### src/rtl/mdma_pkg.sv
package mdma_pkg;

  typedef enum logic [2:0] {
    ST_IDLE,
    ST_ARM,
    ST_SETUP,
    ST_ACT,
    ST_REC
  } mdma_state_e;

  localparam int NUM_MODES = 3;

  // Limit selectors for mode_ns()
  localparam int LIM_CYCLE    = 0;
  localparam int LIM_WIDTH    = 1;
  localparam int LIM_RECOVER  = 2;
  localparam int LIM_RD_DELAY = 3;
  localparam int LIM_WR_SETUP = 4;
  localparam int LIM_WR_HOLD  = 5;
  localparam int LIM_ACK_HOLD = 6;

  function automatic int clamp_mode(input int m);
    return (m >= NUM_MODES) ? NUM_MODES - 1 : m;
  endfunction

  // Nanosecond limit for a mode and limit selector
  function automatic int mode_ns(input int m, input int sel);
    int mm;
    mm = clamp_mode(m);
    case (sel)
      LIM_CYCLE:    return (mm == 0) ? 480 : (mm == 1) ? 150 : 120;
      LIM_WIDTH:    return (mm == 0) ? 215 : (mm == 1) ? 80  : 70;
      LIM_RECOVER:  return (mm == 0) ? 215 : (mm == 1) ? 50  : 25;
      LIM_RD_DELAY: return (mm == 0) ? 150 : (mm == 1) ? 60  : 50;
      LIM_WR_SETUP: return (mm == 0) ? 100 : (mm == 1) ? 30  : 20;
      LIM_WR_HOLD:  return (mm == 0) ? 20  : (mm == 1) ? 15  : 10;
      default:      return (mm == 0) ? 20  : 5;
    endcase
  endfunction

  function automatic int ns_to_cycles(input int ns, input int period);
    int c;
    c = (ns + period - 1) / period;
    return (c < 1) ? 1 : c;
  endfunction

  function automatic int imax(input int a, input int b);
    return (a > b) ? a : b;
  endfunction

  // Active phase length in clocks
  function automatic int act_cycles(input int m, input int period);
    int w;
    w = ns_to_cycles(mode_ns(m, LIM_WIDTH), period);
    w = imax(w, ns_to_cycles(mode_ns(m, LIM_RD_DELAY), period) + 1);
    w = imax(w, ns_to_cycles(mode_ns(m, LIM_WR_SETUP), period));
    return w;
  endfunction

  // Recovery phase length in clocks, stretched to meet the cycle minimum
  function automatic int rec_cycles(input int m, input int period);
    int r;
    r = ns_to_cycles(mode_ns(m, LIM_RECOVER), period);
    r = imax(r, ns_to_cycles(mode_ns(m, LIM_WR_HOLD), period));
    r = imax(r, ns_to_cycles(mode_ns(m, LIM_ACK_HOLD), period));
    r = imax(r, ns_to_cycles(mode_ns(m, LIM_CYCLE), period) - act_cycles(m, period));
    return r;
  endfunction

endpackage

### src/rtl/mdma_timing_table.sv
module mdma_timing_table
  import mdma_pkg::*;
#(
  parameter int CLK_PERIOD_NS = 4,
  parameter int TIMER_W       = 8
) (
  input  logic [1:0]         mode,
  output logic [TIMER_W-1:0] act_len,
  output logic [TIMER_W-1:0] rec_len
);

  logic [TIMER_W-1:0] act_tbl [NUM_MODES];
  logic [TIMER_W-1:0] rec_tbl [NUM_MODES];

  for (genvar m = 0; m < NUM_MODES; m++) begin : g_mode
    assign act_tbl[m] = TIMER_W'(act_cycles(m, CLK_PERIOD_NS));
    assign rec_tbl[m] = TIMER_W'(rec_cycles(m, CLK_PERIOD_NS));
  end

  always_comb begin
    act_len = act_tbl[NUM_MODES-1];
    rec_len = rec_tbl[NUM_MODES-1];
    for (int m = 0; m < NUM_MODES; m++) begin
      if (int'(mode) == m) begin
        act_len = act_tbl[m];
        rec_len = rec_tbl[m];
      end
    end
  end

endmodule

### src/rtl/mdma_phase_counter.sv
module mdma_phase_counter #(
  parameter int TIMER_W = 8
) (
  input  logic               clk,
  input  logic               rst_n,
  input  logic               load,
  input  logic [TIMER_W-1:0] load_val,
  output logic               done
);

  logic [TIMER_W-1:0] cnt_q;

  always_ff @(posedge clk or negedge rst_n) begin
    if (!rst_n)              cnt_q <= '0;
    else if (load)           cnt_q <= load_val;
    else if (cnt_q != '0)    cnt_q <= cnt_q - TIMER_W'(1);
  end

  // High in the final cycle of a loaded phase
  assign done = (cnt_q == TIMER_W'(1));

endmodule

### src/rtl/mdma_pin_polarity.sv
module mdma_pin_polarity #(
  parameter int N = 1
) (
  input  logic [N-1:0] level_in,
  input  logic [N-1:0] active_high,
  output logic [N-1:0] level_out
);

  for (genvar i = 0; i < N; i++) begin : g_bit
    assign level_out[i] = active_high[i] ? level_in[i] : ~level_in[i];
  end

endmodule

### src/rtl/mdma_strobe_gen.sv
module mdma_strobe_gen
  import mdma_pkg::*;
#(
  parameter int CLK_PERIOD_NS = 4,
  parameter int DATA_W        = 16,
  parameter int COUNT_W       = 16,
  parameter int TIMER_W       = 8
) (
  input  logic               clk,
  input  logic               rst_n,
  input  logic [1:0]         mode_sel,
  input  logic               dir_write,
  input  logic               start,
  input  logic [COUNT_W-1:0] word_count,
  input  logic               pol_dreq_high,
  input  logic               pol_dack_high,
  input  logic               pol_strobe_high,
  input  logic               dreq_pin,
  output logic               dack_pin,
  output logic               dior_pin,
  output logic               diow_pin,
  input  logic [DATA_W-1:0]  bus_in,
  output logic [DATA_W-1:0]  bus_out,
  output logic               bus_oe,
  input  logic [DATA_W-1:0]  wr_word,
  output logic               wr_pop,
  output logic [DATA_W-1:0]  rd_word,
  output logic               rd_valid,
  output logic               busy
);

  localparam logic [1:0] TOP_MODE = 2'(NUM_MODES - 1);

  mdma_state_e        state_q, state_d;
  logic [1:0]         mode_q;
  logic               write_q;
  logic [COUNT_W-1:0] remain_q;
  logic [DATA_W-1:0]  data_q;
  logic [DATA_W-1:0]  rd_word_q;
  logic               rd_valid_q;

  // Named internal events, also observed by the checker
  logic               dreq_act;
  logic               dack_act;
  logic               rd_strobe_act;
  logic               wr_strobe_act;
  logic               phase_done;
  logic               enter_act;
  logic               enter_rec;
  logic               last_word;
  logic               accept_start;
  logic               capture_rd;

  logic [TIMER_W-1:0] act_len, rec_len;

  mdma_timing_table #(
    .CLK_PERIOD_NS(CLK_PERIOD_NS),
    .TIMER_W      (TIMER_W)
  ) u_table (
    .mode   (mode_q),
    .act_len(act_len),
    .rec_len(rec_len)
  );

  mdma_phase_counter #(
    .TIMER_W(TIMER_W)
  ) u_phase (
    .clk     (clk),
    .rst_n   (rst_n),
    .load    (enter_act | enter_rec),
    .load_val(enter_act ? act_len : rec_len),
    .done    (phase_done)
  );

  mdma_pin_polarity #(.N(1)) u_pol_in (
    .level_in   (dreq_pin),
    .active_high(pol_dreq_high),
    .level_out  (dreq_act)
  );

  mdma_pin_polarity #(.N(3)) u_pol_out (
    .level_in   ({wr_strobe_act, rd_strobe_act, dack_act}),
    .active_high({pol_strobe_high, pol_strobe_high, pol_dack_high}),
    .level_out  ({diow_pin, dior_pin, dack_pin})
  );

  assign accept_start = (state_q == ST_IDLE) && start && (word_count != '0);
  assign last_word    = (remain_q == COUNT_W'(1));
  assign enter_rec    = (state_q == ST_ACT) && phase_done;
  assign enter_act    = (state_q == ST_SETUP) ||
                        ((state_q == ST_REC) && phase_done && !last_word && dreq_act);
  assign capture_rd   = enter_rec && !write_q;

  always_comb begin
    state_d = state_q;
    case (state_q)
      ST_IDLE:  if (accept_start) state_d = ST_ARM;
      ST_ARM:   if (dreq_act)     state_d = ST_SETUP;
      ST_SETUP:                   state_d = ST_ACT;
      ST_ACT:   if (phase_done)   state_d = ST_REC;
      ST_REC: begin
        if (phase_done) begin
          if (last_word)     state_d = ST_IDLE;
          else if (dreq_act) state_d = ST_ACT;
          else               state_d = ST_ARM;
        end
      end
      default:                    state_d = ST_IDLE;
    endcase
  end

  always_ff @(posedge clk or negedge rst_n) begin
    if (!rst_n) begin
      state_q    <= ST_IDLE;
      mode_q     <= '0;
      write_q    <= 1'b0;
      remain_q   <= '0;
      data_q     <= '0;
      rd_word_q  <= '0;
      rd_valid_q <= 1'b0;
    end else begin
      state_q    <= state_d;
      rd_valid_q <= capture_rd;
      if (accept_start) begin
        mode_q   <= (mode_sel > TOP_MODE) ? TOP_MODE : mode_sel;
        write_q  <= dir_write;
        remain_q <= word_count;
      end
      if ((state_q == ST_REC) && phase_done) remain_q <= remain_q - COUNT_W'(1);
      if (enter_act && write_q) data_q    <= wr_word;
      if (capture_rd)           rd_word_q <= bus_in;
    end
  end

  assign dack_act      = (state_q == ST_SETUP) || (state_q == ST_ACT) || (state_q == ST_REC);
  assign rd_strobe_act = (state_q == ST_ACT) && !write_q;
  assign wr_strobe_act = (state_q == ST_ACT) && write_q;

  assign wr_pop   = enter_act && write_q;
  assign bus_out  = data_q;
  assign bus_oe   = dack_act && write_q;
  assign rd_word  = rd_word_q;
  assign rd_valid = rd_valid_q;
  assign busy     = (state_q != ST_IDLE);

endmodule

### config.mk
export PLATFORM = sky130hd
export DESIGN_NAME = mdma_strobe_gen
export DESIGN_NICKNAME = d
export VERILOG_FILES = /design/src/rtl/mdma_pkg.sv /design/src/rtl/mdma_timing_table.sv /design/src/rtl/mdma_phase_counter.sv /design/src/rtl/mdma_pin_polarity.sv /design/src/rtl/mdma_strobe_gen.sv
export SDC_FILE = /design/constraint.sdc
export NUM_CORES = 1
export LEC_CHECK = 0
export BUFFER_PORTS_ARGS = -buffer_cell sky130_fd_sc_hd__buf_2
export CAP_MARGIN = 5
export CORE_ASPECT_RATIO = 2
export CORE_MARGIN = 1.5
export CORE_UTILIZATION = 45
export DETAILED_ROUTE_END_ITERATION = 12
export HOLD_SLACK_MARGIN = 0.06
export PLACE_DENSITY = 0.77
export SLEW_MARGIN = 10
export SYNTH_ARGS = -nofsm -noshare
export SYNTH_HDL_FRONTEND = slang
export SYNTH_SLANG_ARGS = --single-unit
### constraint.sdc
create_clock -name clk -period 3 [get_ports clk]
set_clock_uncertainty 0.2 [all_clocks]
set_input_delay 0 -clock clk [delete_from_list [all_inputs] [get_ports clk]]
set_output_delay 0 -clock clk [all_outputs]
set_load 0.02 [all_outputs]
==> flow_summary.json, run 1 <==
{
  "die_x_um": 64.2,
  "regToRegStartpoint": "u_phase.cnt_q[1]",
  "p_per_area_nw_per_um2": 925,
  "totalNegativeSetupSlack_ps": 0,
  "dr.pass1.iters": 5,
  "hold_class": "input port to output port",
  "start_kind": "register",
  "power_mw": 4.45,
  "grt_max_degree": 37,
  "post_dp_cell_area_um2": 3940,
  "start_util_pct": 46.4,
  "clk-insertion-delay-late_ps": 330,
  "timing.fmax_mhz": 367,
  "synth_top_flop_cell": "dfrtp_1",
  "nNetsFinal": 519,
  "critPathTopFamily": "simple AND/OR/NAND/NOR gates",
  "cts_buffers": 9,
  "yosysSeqAreaShare_pct": 46.8,
  "dieArea_um2": 8050,
  "criticalPathCategory": "register to output port",
  "hp-start": "pol_dack_high",
  "rows": 44,
  "clkTransAtPathRegs_ps": 50,
  "crit_path_max_fanout": 17,
  "synth_nets": 361,
  "slew_headroom_pct": 41.0,
  "dp_hpwl_um": 6760,
  "post-route-period-util_pct": 90.8,
  "path_buf_inv": 3,
  "antenna_found_initial": 1,
  "port_buffers": 96,
  "syn-cell-area_um2": 3370,
  "coreArea_um2": 7270,
  "worstPathCellList": "inv_1, ha_1, nor4b_4, nand4_1, o22ai_4, nand2_4, inv_1, buf_2",
  "synth.largest_area_cell": "dfrtp_1",
  "crit_required_ps": 2800,
  "max-cap-violations": 0,
  "cts.htree.levels": 3,
  "die_h_um": 125,
  "clock_path_buffers": 2,
  "ir_drop_mv": 0.545,
  "vias": 3141,
  "critPathLaunch": "u_phase.cnt_q[1]",
  "synth.distinct_cells": 58,
  "tightest_slew_ps": 885,
  "num-fill-cells": 552,
  "drive_above_1_share_pct": 36.4,
  "wire_per_inst_um": 18.4,
  "period_needed_ps": 2720,
  "cts_root_buffer": "clkbuf_16",
  "cts_tree": "done",
  "crit_arrival_ps": 2520,
  "yosys.area.top_type_share_pct": 46.8,
  "grt_overflow": 0,
  "synth_edf_count": 0,
  "drt_iter0_drc": 219,
  "ant_nets": 0,
  "wl_um": 10200,
  "grt_pass1_vias": 3358,
  "grt_pass1_wl_um": 15900,
  "rrSetupSlack_ps": 440,
  "drc_errors": 0,
  "final_hold_viol_count": 0,
  "end_kind": "output port",
  "post_cts_resized": 0,
  "p_leak_nw": 2.24,
  "grt.total_usage_pct": 26.5,
  "outcome": "finished, final reports clean",
  "crit_slowest_cell": "dfrtp_1",
  "crit_path_max_incr_delay_ps": 390,
  "ys_ff_latch": 63,
  "synth_area_leaders": "dfrtp_1 47%, mux2_4 8.0%, mux2_2 5.0%, nand2_1 2.9%, nor2_1 2.6%",
  "yosysWarningCount": 0,
  "place_congestion": 0.915,
  "asyncSetResetFlopFracSynth_pct": 100,
  "syn_inst": 298,
  "cts.sinks": 63,
  "fin_area_um2": 4810,
  "pin_count": 97,
  "avgViaCountPerCell": 5.67,
  "slew_viol_final": 0,
  "finalSetupViolations": 0,
  "synth_area_per_cell_um2": 11.3,
  "cp_common_cell": "inv_1",
  "area_growth_syn_to_layout_pct": 42.9,
  "rsz0062_at_grt": "no",
  "postLayoutCoreUtil_pct": 66.3
}
## where the power goes
part | leakage (nW) | switching, mW | internal, mW
registers | 0.783 | 0.367 | 1.20
logic | 1.30 | 0.933 | 0.801
clock network | 0.158 | 0.379 | 0.770
total | 2.24 | 1.68 | 2.77
## cell usage in the layout, fill, tap and decap left out, types with 3 or more instances in the layout
| cell type | instances |
|---|---|
| nand2_1 | 26 |
| mux2_2 | 15 |
| dlygate4sd3_1 | 54 |
| nor3_1 | 7 |
| buf_2 | 96 |
| o22ai_1 | 4 |
| nor2_1 | 23 |
| and3_1 | 3 |
| o311ai_0 | 4 |
| dfrtp_1 | 63 |
| nand3_1 | 7 |
| mux2_4 | 18 |
| nor2b_1 | 7 |
| clkbuf_16 | 9 |
| inv_1 | 9 |
| nand4_1 | 4 |
| xor2_1 | 4 |
| o21ai_0 | 12 |
| a221o_1 | 3 |
| a21oi_1 | 7 |
| buf_4 | 6 |
| ha_1 | 5 |
| xnor2_1 | 8 |
| o211ai_1 | 6 |
| nor4_1 | 5 |
| or2_2 | 3 |
## final timing paths
kind                                    end  cells past startpoint
min reg2reg                     rd_word[15]                      1
max reg2reg                u_phase.cnt_q[2]                      7
max in group asynchronous        rd_word[6]                      3
max                                  wr_pop                      8
min in group asynchronous  u_phase.cnt_q[7]                      2
min                                dack_pin                      3
## Yosys cell counts, drive strengths merged, types with 5 or more instances
| master | count |
|---|---|
| a21oi | 7 |
| buf | 6 |
| dfrtp | 63 |
| ha | 5 |
| inv | 9 |
| mux2 | 33 |
| nand2 | 27 |
| nand3 | 9 |
| nor2 | 24 |
| nor2b | 7 |
| nor3 | 8 |
| nor4 | 8 |
| o211ai | 6 |
| o21ai | 12 |
| o22ai | 5 |
| xnor2 | 8 |
## logic make-up (layout without fill, tap and decap cells)
family	after synthesis	in the layout	synth area share, %
flip-flops	63	63	46.8
other	0	1	0
AND/OR/NAND/NOR	112	112	20.4
adder cells (fa/ha/maj)	5	5	1.86
multiplexers	33	33	13.0
AO/OA/AOI/OAI	55	55	11.7
buffers and inverters	18	181	3.12
XOR/XNOR	12	12	3.12
## worst reg2reg max path: cells and delay by family, from the launching register on
| family | cells | cell delay (ps) |
|---|---|---|
| and+or+nand+nor | 3 | 780 |
| AOI/OAI and AO/OA | 2 | 720 |
| DFF | 1 | 390 |
| adders and majority gates | 1 | 250 |
| buffers and inverters | 1 | 120 |
## area by class of cell
| type | count | area [um2] | share of cell area, % |
|---|---|---|---|
| diodes | 1 | 2.50 | 0.0520 |
| clock buffers | 11 | 253 | 5.25 |
| clock inverters | 5 | 80.1 | 1.66 |
| inverters | 9 | 33.8 | 0.702 |
| multi-input cells | 217 | 1690 | 35.1 |
| flip-flops and latches | 63 | 1580 | 32.7 |
| well taps | 92 | 115 | 2.39 |
| repair buffers | 156 | 1070 | 22.1 |
## flip-flops by register name, summed over array words and instances (netlist names)
signal         cells
write_q            1
rd_valid           1
bus_out           16
state_q            3
rd_word           16
remain_q          16
u_phase.cnt_q      8
mode_q             2
## metal layers
metal  GRT usage (%)  part of all wire (%)
met1            23.8                    33
met2            49.5                    57
met3            5.94                   4.5
met4            19.1                   6.0
met5               0                     0
## what timing repair did
| action | in CTS | in global routing |
|---|---|---|
| endpoints found under the setup margin | 0 | 0 |
| setup buffers | 0 | 0 |
| hold endpoints to repair | 86 | 0 |
| hold buffers | 54 | 0 |
## through the flow
| stage | setup WS [ps] | hold slack (ps) | cells |
|---|---|---|---|
| CTS | 355 | 89.8 | 553 |
| global placement | 510 | -44.8 | 483 |
| global route | 152 | 101 | 554 |
| floorplan | 689 | -496 | 298 |
| detailed placement | 457 | -38.4 | 483 |
| finish | 275 | 88.2 | 554 |
(Power assumes the default switching activity.)
==> run 2, diff against run 1 <==
--- a/config.mk
+++ b/config.mk
@@ -5,13 +5,13 @@
 export SDC_FILE = /design/constraint.sdc
 export NUM_CORES = 1
 export LEC_CHECK = 0
+export ABC_AREA = 1
 export BUFFER_PORTS_ARGS = -buffer_cell sky130_fd_sc_hd__buf_2
 export CAP_MARGIN = 5
 export CORE_ASPECT_RATIO = 2
 export CORE_MARGIN = 1.5
 export CORE_UTILIZATION = 45
 export DETAILED_ROUTE_END_ITERATION = 12
-export HOLD_SLACK_MARGIN = 0.06
 export PLACE_DENSITY = 0.77
 export SLEW_MARGIN = 10
 export SYNTH_ARGS = -nofsm -noshare
==> run 2 against run 1 <==
Against the previous run: combinational power up 15%; non-clock buffer count down 6; wire length down 4.0%; critical path type is now input port to register; largest cell class is now registers; sequential cell count unchanged.
==> flow_summary.json, run 2 <==
{
  "cts.htree.levels": 3,
  "p_clk_share_pct": 23.7,
  "cts_buffers": 9,
  "cts_tree": "done",
  "path_buf_inv": 4,
  "nNetsFinal": 661,
  "p_per_area_nw_per_um2": 953,
  "synth_top_flop_cell": "dfrtp_1",
  "rsz0062_at_grt": "no",
  "p_int_mw": 2.65,
  "p_leak_nw": 2.45,
  "area_growth_syn_to_layout_pct": 40.5,
  "slew_headroom_pct": 46.5,
  "vias": 3568,
  "power_mw": 4.58,
  "yosysWarningCount": 0,
  "ant_nets": 0,
  "crit_path_max_fanout": 17,
  "start_kind": "input port",
  "pin_count": 97,
  "asyncSetResetFlopFracSynth_pct": 100,
  "crit_slowest_cell": "dlygate4sd3_1",
  "ys_ff_latch": 63,
  "most-common-layout-cells": "151 x nand2_1, 96 x buf_2, 63 x dfrtp_1",
  "hold_class": "input port to output port",
  "top_layer": "met4",
  "grt.total_usage_pct": 25.8,
  "ir_drop_mv": 0.643,
  "grt_pass1_wl_um": 16300,
  "clk-insertion-delay-late_ps": 330,
  "synth_nets": 507,
  "crit_path_max_incr_delay_ps": 570,
  "clkTransAtPathRegs_ps": 50,
  "drt_iter0_drc": 264,
  "coreArea_um2": 7320,
  "wire_per_inst_um": 14.1,
  "dieArea_um2": 8170,
  "slew_viol_final": 0,
  "worstPathCellList": "dlygate4sd3_1, buf_2, nor2_1, nand3_1, nor2_1, nand2_1, nand2_2, clkinv_1, o22ai_1, dlygate4sd3_1",
  "post-route-period-util_pct": 85.6,
  "wl_met2_um": 5450,
  "post_dp_cell_area_um2": 3960,
  "wl_met3_um": 338,
  "critPathTopFamily": "buffers and inverters",
  "max-cap-violations": 0,
  "yosys.area.top_type_share_pct": 46.1,
  "synth_common_cells": "151 x nand2_1, 63 x dfrtp_1, 47 x inv_1, 47 x nor2_1, 25 x nand3_1",
  "dp_hpwl_um": 6630,
  "end_kind": "register",
  "period_needed_ps": 2570,
  "grt_overflow": 0,
  "num-fill-cells": 576,
  "port_buffers": 96,
  "synth.distinct_cells": 37,
  "drc_errors": 0,
  "synth_most_common_cell": "nand2_1",
  "outcome": "finished, final reports clean",
  "clock_path_buffers": 2,
  "syn-cell-area_um2": 3420,
  "avgViaCountPerCell": 5.13,
  "syn_inst": 444,
  "synth_edf_count": 0,
  "rows": 44,
  "grt_max_degree": 64,
  "p_sw_share_pct": 42.1,
  "cts.sinks": 63,
  "wl_um": 9790,
  "criticalPathCategory": "input port to register",
  "layout_commonest_cell": "nand2_1",
  "seqPwrFrac_pct": 32.7,
  "antenna_found_initial": 0,
  "drive_above_1_share_pct": 22.6,
  "totalNegativeSetupSlack_ps": 0,
  "yosysSeqAreaShare_pct": 46.1,
  "p_switching_mw": 1.93,
  "wl_met1_um": 3380,
  "die_h_um": 126,
  "synth.largest_area_cell": "dfrtp_1",
  "dp_cells": 626,
  "antenna_cells": 0,
  "fin_area_um2": 4800,
  "fin_cells": 695,
  "grt_pass1_vias": 3729,
  "timing.fmax_mhz": 389,
  "die_x_um": 64.7,
  "post_cts_resized": 0,
  "cts_root_buffer": "clkbuf_16",
  "synth_area_per_cell_um2": 7.70,
  "dr.pass1.iters": 6,
  "place_congestion": 0.955,
  "start_util_pct": 46.7,
  "final_hold_viol_count": 0,
  "crit_required_ps": 3060,
  "comb_power_share_pct": 43.6,
  "synth_area_leaders": "dfrtp_1 46%, nand2_1 17%, inv_1 5.2%, nor2_1 5.2%, nand3_1 3.7%",
  "crit_arrival_ps": 2630,
  "tightest_slew_ps": 802,
  "finalSetupViolations": 0
}
run 2: cell types whose count changed in the layout (fill, tap and decap cells not counted), moves of 5 or more:
cell and change:
nor4_1 -5, inv_1 +38, mux2_4 -18, nor2_1 +24
xor2_1 +8, nand2_2 +5, mux2_2 -15, nand3_1 +18
nand2_1 +125, o21ai_0 +11, nor2b_1 -7, buf_4 -5
run 2: power groups by stage:
stage	registers, mW	logic (mW)	clock network (mW)
floorplan	1.66	1.18	0
global placement	1.48	1.84	0
detailed placement	1.49	1.90	0
CTS	1.48	1.98	1.10
global route	1.54	2.22	1.13
finish	1.50	1.99	1.08
run 2: final cells by class:
| class | count | area (um2) | area share, % |
|---|---|---|---|
| inverters | 53 | 206 | 4.30 |
| well taps | 92 | 115 | 2.40 |
| clock buffers | 10 | 229 | 4.77 |
| repair buffers | 150 | 1020 | 21.2 |
| flip-flops and latches | 63 | 1580 | 32.8 |
| clock inverters | 6 | 85.1 | 1.77 |
| multi-input cells | 321 | 1570 | 32.8 |
run 2: layer usage:
metal	track usage, %	up-vias
li1	-	1706
met1	24.6	1660
met2	47.4	148
met3	4.96	54
met4	18.3	0
met5	0	-
run 2: cell families (layout without fill, tap and decap cells):
logic type,Yosys count,count (layout),synth area share (%)
AND/OR/NAND/NOR,255,255,32.5
XOR/XNOR,18,18,4.61
adder cells (fa/ha/maj),5,5,1.83
buffers and inverters,60,219,7.90
flip-flops,63,63,46.1
AO/OA/AOI/OAI,43,43,7.06
run 2: stage by stage:
step | setup WS (ps) | util (%) | hold slack, ps
3_5_place_dp | 859 | 54.1 | 0.594
2_1_floorplan | 1140 | - | -496
6_report | 431 | 65.6 | 88.3
3_3_place_gp | 937 | 54.1 | -4.85
4_1_cts | 465 | 65.6 | 90.8
5_1_grt | 243 | 65.6 | 97.6
run 2: repair_timing:
action | CTS | global route
hold buffers | 53 | 0
hold endpoints to repair | 114 | 0
buffers inserted | 0 | 0
run 2: worst paths after layout:
| check | startpoint | end | slack, ps | cells after the start |
|---|---|---|---|---|
| worst min-delay path | pol_dack_high | dack_pin | 90 | 3 |
| worst min register to register | bus_out[9] | bus_out[9] | 270 | 2 |
| min in group asynchronous | rst_n | state_q[1] | 170 | 3 |
| worst max register to register | state_q[2] | mode_q[0] | 500 | 7 |
| worst max-delay path | word_count[10] | mode_q[0] | 430 | 10 |
| max in group asynchronous | rst_n | u_phase.cnt_q[5] | 1890 | 3 |
run 2: worst register-to-register path, cell delays in order, from the launching register on:
cell           delay (ps)
dfrtp_1               460
inv_1                 100
nand2_1               120
nor2_1                 60
nand2_2               260
clkinv_1              380
o22ai_1               280
dlygate4sd3_1         570
